==> src/rtl/i2cs_pkg.sv <==
package i2cs_pkg;

  typedef enum logic [2:0] {
    ST_IDLE,
    ST_ADDR,
    ST_ADDR_ACK,
    ST_RX,
    ST_RX_ACK,
    ST_TX,
    ST_TX_ACK,
    ST_SKIP
  } state_e;

  // events seen on the synchronised bus lines
  typedef struct packed {
    logic sclRise;
    logic sclFall;
    logic startCond;
    logic stopCond;
  } busEv_t;

  // control to datapath strobes
  typedef struct packed {
    logic clrCnt;
    logic incCnt;
    logic shiftIn;
    logic shiftOut;
    logic loadTx;
    logic emitRx;
    logic ackDrive;
    logic dataDrive;
  } strobe_t;

endpackage

==> src/rtl/i2cs_line_sync.sv <==
module i2cs_line_sync
  import i2cs_pkg::*;
#(
  parameter int SYNC_STAGES = 2
) (
  input  logic   clk,
  input  logic   rstN,
  input  logic   sclIn,
  input  logic   sdaIn,
  output busEv_t ev,
  output logic   sdaBit
);

  localparam int LINES = 2;
  localparam int SCL_IDX = 1;
  localparam int SDA_IDX = 0;

  logic [LINES-1:0] rawLines;
  logic [LINES-1:0] syncLines;
  logic [LINES-1:0] prevLines;

  assign rawLines = {sclIn, sdaIn};

  for (genvar l = 0; l < LINES; l++) begin : g_line
    logic [SYNC_STAGES-1:0] chain;
    always_ff @(posedge clk or negedge rstN) begin
      if (!rstN) chain <= '1;
      else       chain <= {chain[SYNC_STAGES-2:0], rawLines[l]};
    end
    assign syncLines[l] = chain[SYNC_STAGES-1];
  end

  always_ff @(posedge clk or negedge rstN) begin
    if (!rstN) prevLines <= '1;
    else       prevLines <= syncLines;
  end

  logic sclNow, sclOld, sdaNow, sdaOld;
  assign sclNow = syncLines[SCL_IDX];
  assign sclOld = prevLines[SCL_IDX];
  assign sdaNow = syncLines[SDA_IDX];
  assign sdaOld = prevLines[SDA_IDX];

  always_comb begin
    ev.sclRise   = sclNow & ~sclOld;
    ev.sclFall   = ~sclNow & sclOld;
    ev.startCond = sclNow & sclOld & sdaOld & ~sdaNow;
    ev.stopCond  = sclNow & sclOld & ~sdaOld & sdaNow;
  end

  assign sdaBit = sdaNow;

endmodule

==> src/rtl/i2cs_datapath.sv <==
module i2cs_datapath
  import i2cs_pkg::*;
#(
  parameter int          DATA_W      = 8,
  parameter logic [7:0]  OWN_ADDR_RST = 8'hA0
) (
  input  logic              clk,
  input  logic              rstN,
  input  strobe_t           st,
  input  logic              sdaBit,
  input  logic              ownAddrWr,
  input  logic [DATA_W-1:0] ownAddrIn,
  input  logic [DATA_W-1:0] txData,
  output logic              cntFull,
  output logic              cntLast,
  output logic              addrHit,
  output logic              rwBit,
  output logic [DATA_W-1:0] rxData,
  output logic              rxValid,
  output logic              txTaken,
  output logic              sdaDriveLow
);

  localparam int CNT_W = $clog2(DATA_W + 1);
  localparam logic [CNT_W-1:0] CNT_FULL = CNT_W'(DATA_W);
  localparam logic [CNT_W-1:0] CNT_LAST = CNT_W'(DATA_W - 1);
  localparam logic [DATA_W-1:0] ADDR_MASK = {{(DATA_W-1){1'b1}}, 1'b0};

  logic [CNT_W-1:0]  bitCnt;
  logic [DATA_W-1:0] shiftReg;
  logic [DATA_W-1:0] ownAddrQ;

  always_ff @(posedge clk or negedge rstN) begin
    if (!rstN)          ownAddrQ <= DATA_W'(OWN_ADDR_RST);
    else if (ownAddrWr) ownAddrQ <= ownAddrIn;
  end

  always_ff @(posedge clk or negedge rstN) begin
    if (!rstN)          bitCnt <= '0;
    else if (st.clrCnt) bitCnt <= '0;
    else if (st.incCnt) bitCnt <= bitCnt + 1'b1;
  end

  always_ff @(posedge clk or negedge rstN) begin
    if (!rstN)            shiftReg <= '0;
    else if (st.loadTx)   shiftReg <= txData;
    else if (st.shiftIn)  shiftReg <= {shiftReg[DATA_W-2:0], sdaBit};
    else if (st.shiftOut) shiftReg <= {shiftReg[DATA_W-2:0], 1'b1};
  end

  always_ff @(posedge clk or negedge rstN) begin
    if (!rstN) begin
      rxData  <= '0;
      rxValid <= 1'b0;
      txTaken <= 1'b0;
    end else begin
      rxValid <= st.emitRx;
      txTaken <= st.loadTx;
      if (st.emitRx) rxData <= {shiftReg[DATA_W-2:0], sdaBit};
    end
  end

  assign cntFull     = (bitCnt == CNT_FULL);
  assign cntLast     = (bitCnt == CNT_LAST);
  assign addrHit     = ((shiftReg ^ ownAddrQ) & ADDR_MASK) == '0;
  assign rwBit       = shiftReg[0];
  assign sdaDriveLow = st.ackDrive | (st.dataDrive & ~shiftReg[DATA_W-1]);

endmodule

==> src/rtl/i2cs_control.sv <==
module i2cs_control
  import i2cs_pkg::*;
(
  input  logic    clk,
  input  logic    rstN,
  input  busEv_t  ev,
  input  logic    sdaBit,
  input  logic    cntFull,
  input  logic    cntLast,
  input  logic    addrHit,
  input  logic    rwBit,
  output strobe_t st,
  output state_e  state
);

  state_e nextState;
  logic   masterAck;

  always_ff @(posedge clk or negedge rstN) begin
    if (!rstN) state <= ST_IDLE;
    else       state <= nextState;
  end

  // master acknowledge captured on the ninth rising edge of a sent byte
  always_ff @(posedge clk or negedge rstN) begin
    if (!rstN)
      masterAck <= 1'b0;
    else if (state == ST_TX_ACK && ev.sclRise)
      masterAck <= ~sdaBit;
  end

  always_comb begin
    st        = '0;
    nextState = state;
    if (ev.startCond) begin
      st.clrCnt = 1'b1;
      nextState = ST_ADDR;
    end else if (ev.stopCond) begin
      nextState = ST_IDLE;
    end else begin
      unique case (state)
        ST_IDLE, ST_SKIP: ;
        ST_ADDR: begin
          if (ev.sclRise) begin
            st.shiftIn = 1'b1;
            st.incCnt  = 1'b1;
          end
          if (ev.sclFall && cntFull)
            nextState = addrHit ? ST_ADDR_ACK : ST_SKIP;
        end
        ST_ADDR_ACK: begin
          st.ackDrive = 1'b1;
          if (ev.sclFall) begin
            st.clrCnt = 1'b1;
            if (rwBit) begin
              st.loadTx = 1'b1;
              nextState = ST_TX;
            end else begin
              nextState = ST_RX;
            end
          end
        end
        ST_RX: begin
          if (ev.sclRise) begin
            st.shiftIn = 1'b1;
            st.incCnt  = 1'b1;
            st.emitRx  = cntLast;
          end
          if (ev.sclFall && cntFull) nextState = ST_RX_ACK;
        end
        ST_RX_ACK: begin
          st.ackDrive = 1'b1;
          if (ev.sclFall) begin
            st.clrCnt = 1'b1;
            nextState = ST_RX;
          end
        end
        ST_TX: begin
          st.dataDrive = 1'b1;
          if (ev.sclRise) st.incCnt = 1'b1;
          if (ev.sclFall) begin
            if (cntFull) nextState   = ST_TX_ACK;
            else         st.shiftOut = 1'b1;
          end
        end
        ST_TX_ACK: begin
          if (ev.sclFall) begin
            if (masterAck) begin
              st.loadTx = 1'b1;
              st.clrCnt = 1'b1;
              nextState = ST_TX;
            end else begin
              nextState = ST_SKIP;
            end
          end
        end
        default: nextState = ST_IDLE;
      endcase
    end
  end

endmodule

==> src/rtl/i2c_slave_core.sv <==
module i2c_slave_core
  import i2cs_pkg::*;
#(
  parameter int         SYNC_STAGES  = 2,
  parameter logic [7:0] OWN_ADDR_RST = 8'hA0
) (
  input  logic       clk,
  input  logic       rstN,
  input  logic       sclIn,
  input  logic       sdaIn,
  output logic       sdaDriveLow,
  input  logic       ownAddrWr,
  input  logic [7:0] ownAddrIn,
  input  logic [7:0] txData,
  output logic       txTaken,
  output logic [7:0] rxData,
  output logic       rxValid
);

  localparam int DATA_W = 8;

  busEv_t  ev;
  strobe_t st;
  state_e  ctlState;
  logic    sdaBit, cntFull, cntLast, addrHit, rwBit;
  logic    startSeen, stopSeen;

  i2cs_line_sync #(.SYNC_STAGES(SYNC_STAGES)) u_sync (
    .clk(clk), .rstN(rstN), .sclIn(sclIn), .sdaIn(sdaIn),
    .ev(ev), .sdaBit(sdaBit)
  );

  i2cs_control u_ctl (
    .clk(clk), .rstN(rstN), .ev(ev), .sdaBit(sdaBit),
    .cntFull(cntFull), .cntLast(cntLast), .addrHit(addrHit), .rwBit(rwBit),
    .st(st), .state(ctlState)
  );

  i2cs_datapath #(.DATA_W(DATA_W), .OWN_ADDR_RST(OWN_ADDR_RST)) u_dp (
    .clk(clk), .rstN(rstN), .st(st), .sdaBit(sdaBit),
    .ownAddrWr(ownAddrWr), .ownAddrIn(ownAddrIn), .txData(txData),
    .cntFull(cntFull), .cntLast(cntLast), .addrHit(addrHit), .rwBit(rwBit),
    .rxData(rxData), .rxValid(rxValid), .txTaken(txTaken),
    .sdaDriveLow(sdaDriveLow)
  );

  assign startSeen = ev.startCond;
  assign stopSeen  = ev.stopCond;

endmodule

==> config.mk <==
export PLATFORM = sky130hd
export DESIGN_NAME = i2c_slave_core
export DESIGN_NICKNAME = d
export VERILOG_FILES = /design/src/rtl/i2cs_pkg.sv /design/src/rtl/i2cs_line_sync.sv /design/src/rtl/i2cs_datapath.sv /design/src/rtl/i2cs_control.sv /design/src/rtl/i2c_slave_core.sv
export SDC_FILE = /design/constraint.sdc
export NUM_CORES = 1
export LEC_CHECK = 0
export ABC_AREA = 1
export BUFFER_PORTS_ARGS = -buffer_cell sky130_fd_sc_hd__buf_4
export CAP_MARGIN = 20
export CORE_UTILIZATION = 62
export CTS_BUF_LIST = sky130_fd_sc_hd__clkbuf_8
export CTS_CLUSTER_DIAMETER = 150
export DETAILED_ROUTE_END_ITERATION = 6
export GPL_ROUTABILITY_DRIVEN = 0
export MAX_ROUTING_LAYER = met4
export PLACE_DENSITY = 0.87
export REMOVE_ABC_BUFFERS = 1
export SETUP_SLACK_MARGIN = 0.4
export SKIP_CTS_REPAIR_TIMING = 1
export SLEW_MARGIN = 20
export SYNTH_ARGS = -nofsm -noshare
export SYNTH_HDL_FRONTEND = slang
export SYNTH_SLANG_ARGS = --single-unit
==> constraint.sdc <==
create_clock -name clk -period 3.39 [get_ports clk]
set_input_delay 0.678 -clock clk [delete_from_list [all_inputs] [get_ports clk]]
set_output_delay 0.678 -clock clk [all_outputs]
set_load 0.05 [all_outputs]
==> results.md <==
Timing:
- Setup repair after global routing left no endpoint under its margin.
- The final-report hold violation count is 0.
- After layout, the worst path uses 71.9% of the clock period.
- The achievable frequency is 0.410 GHz.
- For the pin with the worst max-slew slack, the measured transition is 0.704 ns.
- The max-slew violation count is 0.
- On the final layout, the worst hold slack is 0.329 ns.
- In this run the tightest slew margin relative to its limit is 52.9%.
- Summed over all failing endpoints, the final setup total negative slack is 0 ns.
- The total of endpoints with negative setup slack in the final report is 0.
- The clock tree skew after final layout is 0.00262 ns.
- The minimum clock period after layout is 2.44 ns.

Yosys:
- The distinct cell type count of the synthesized netlist is 29.
- After synthesis the netlist holds a flip-flop and latch count of 39.
- Yosys printed 0 warnings.
- The cell area after synthesis is 1890 µm².
- The synthesized area per cell is 8.34 µm².
- The number of cells produced by synthesis is 227.
- The portion of the post-synthesis area used by sequential elements is 52.1%.

Die:
- The core region is 2830 µm².
- The starting density of the core is 66.9%.
- The floorplan has 19 rows.
- The die extent in y is 57.3 µm.
- Measured along the x axis, the die boundary spans 57.3 µm.
- The count of boundary I/O pins is 32.
- The overall die area is 3280 µm².

Global routing:
- The total track usage is 28.5%.
- The global-route wire length before repair is 6600 µm.
- The total overflow left after global routing is 0.
- Entering global routing, the biggest net connects 40 pins.
- The number of antenna violations at the first check in global routing was 0.
- The via count of the first global-routing pass is 1466.

Placed design:
- Counting tap cells, the placed design contains a total of 283 instances.
- After legalization and detailed placement, the total HPWL measured 2670 µm.
- Port buffering added 30 buffers.

Pwr:
- The power per standard cell area is 689 nW/µm².
- Across the VDD grid, the largest voltage drop is 0.434 mV.
- The standby leakage power is 1.14 nW.

Worst setup path:
- The arrival time of the worst setup path is 1.76 ns.
- The required time reported for the critical path endpoint is 2.71 ns.
- The critical path capture point type is a primary output.
- The worst setup path is launched from a flip-flop.
- Of all nets on the critical path, the largest fanout is 4.
- The worst setup path is of the flip-flop to primary output kind.

Layout:
- The post-synthesis to final-layout area growth is 17.7%.
- The number of diodes added for antenna fixing is 0.
- In the final layout, the share of cells above drive strength 1 is 21.9%.
- The final instance count without filler cells is 291.
- The number of nets in the final layout is 282.

Flow run:
- Across the run, the number of max-cap violations was 0.

Clocking:
- Clock-pin slew was measured on the worst setup and hold paths at 0.07 ns.
- TritonCTS built the clock tree.
- The depth of the CTS H-tree is 2.
- The clock latency reported for the late side of the worst-skew pair is 0.29 ns.
- The clock buffer count from CTS is 5.
- The longest clock path from root to sink contains 2 buffers.
- The tree is rooted in a clkbuf_8.
- Counting every sink on the clock net gives 39.

Detailed routing:
- The number of vias per cell is 5.38.
- The routed layout has 1565 vias.
- Once detail routing completed, the nets flagged for antenna violations numbered 0.
- In the final routed layout, each cell accounts on average for 13.5 µm.
- Wires add up to 3920 µm.
- After the first detailed-routing iteration, the DRC count stood at 55.
- For this run, design rule violations remaining after detail routing come to 0.
- The number of search-and-repair iterations in the first detailed-routing pass is 4.

Run status:
- The run finished with clean final reports.

Hold path:
- The worst hold path belongs to the class input pin to asynchronous set/reset pin.
## layout by cell type, fill, tap and decap left out
cell type and n:
clkinv_2 1, nor3_1 1, buf_4 30, nand2_2 3
nor2_2 2, dfrtp_1 31, inv_1 29, nand3_1 10
clkbuf_8 6, o21ai_0 22, a21oi_1 6, o21bai_1 2
nor2_1 20, clkinv_4 1, xnor2_1 1, dfstp_2 8
ha_1 2, xor2_1 3, a31oi_1 1, nor4_1 1
inv_4 1, nand2_1 59, mux2_2 3, nand4_1 2
nor3b_1 1, bufinv_16 1, o22ai_1 2, o21ai_1 10
nand3_2 1
## cells in the mapped netlist (all sizes together)
cell type,count,share of area (%)
nor3,1,0.26
nand2,62,13
nor4,1,0.33
a21oi,6,1.6
buf,4,2.2
o21ai,32,8.5
nand4,2,0.66
ha,2,1.3
nor3b,1,0.40
xor2,3,1.4
inv,30,6.1
o21bai,2,0.79
mux2,3,1.8
clkbuf,1,0.20
nor2,22,4.6
dfstp,8,11
xnor2,1,0.46
nand3,11,3.2
o22ai,2,0.66
dfrtp,31,41
a31oi,1,0.33
clkinv,1,0.46
## report_power, final
part | total, mW | leakage (nW) | internal [mW] | switching, mW
Combinational | 0.475 | 0.595 | 0.173 | 0.301
Sequential | 0.661 | 0.486 | 0.566 | 0.0951
Clock | 0.399 | 0.0612 | 0.238 | 0.161
## layout make-up
class | count | area, µm²
clock inverter | 2 | 35.0
sequential | 39 | 986
fill | 180 | 601
inverter | 31 | 124
multi-input combinational | 152 | 737
timing repair buffer | 30 | 225
clock buffer | 6 | 82.6
tap | 31 | 38.8
## registers in the layout (all words and copies together), names as in the netlist
name	cells
u_dp.rxValid	1
u_dp.bitCnt	4
u_sync.prevLines	2
u_dp.ownAddrQ	7
u_dp.shiftReg	8
u_dp.txTaken	1
u_ctl.masterAck	1
u_dp.rxData	8
u_ctl.state	3
u_sync.g_line.chain	4
## worst max-delay path: stages, from the launching register on
cell,delay (ns)
dfstp_2,0.56
nand2_1,0.08
nor3_1,0.24
inv_1,0.10
nand2_1,0.11
inv_1,0.07
nand2_1,0.07
inv_1,0.04
buf_4,0.18
## routing by layer
metal | GRT usage (%) | part of all wire [%] | up-vias
li1 | - | - | 787
met1 | 35.5 | 44 | 722
met2 | 45.5 | 50 | 49
met3 | 8.16 | 5.0 | 7
met4 | 8.71 | 1.3 | 0
met5 | - | 0 | -
## path summary, 6_finish.rpt
| kind | from | end | slack (ns) | depth (start not counted) |
|---|---|---|---|---|
| min in group clk | u_sync.g_line[1].chain[0]$_DFF_PN1_ | u_sync.g_line[1].chain[1]$_DFF_PN1_ | 0.36 | 0 |
| worst min-delay path | rstN | u_dp.rxData[4]$_DFFE_PN0P_ | 0.33 | 1 |
| worst max-delay path | u_sync.g_line[1].chain[1]$_DFF_PN1_ | sdaDriveLow | 0.95 | 8 |
| worst min register to register | u_sync.g_line[1].chain[0]$_DFF_PN1_ | u_sync.g_line[1].chain[1]$_DFF_PN1_ | 0.36 | 0 |
| worst max register to register | u_dp.bitCnt[1]$_DFFE_PN0P_ | u_dp.rxData[1]$_DFFE_PN0P_ | 1.51 | 5 |
| max in group asynchronous | rstN | u_sync.prevLines[1]$_DFF_PN1_ | 2.70 | 1 |
## per-stage QoR
step	power (mW)	util [%]	setup slack [ns]	area, µm²
finish	1.53	78.8	0.953	2230
global route	1.63	78.8	0.869	2230
CTS	1.53	78.8	0.937	2230
detailed placement	1.13	74.6	1.29	2110
global placement	1.11	74.6	1.40	2110
floorplan	0.996	-	1.52	1850
## logic make-up after synthesis
logic type      count (synthesis)  share of synthesized area, %
simple gates                  100                          22.1
fa+ha+maj                       2                          1.32
flops                          39                          52.1
buf+inv                        36                          8.99
compound gates                 43                          11.8
mux                             3                          1.78
xor+xnor                        4                          1.85
(Power assumes the default switching activity.)
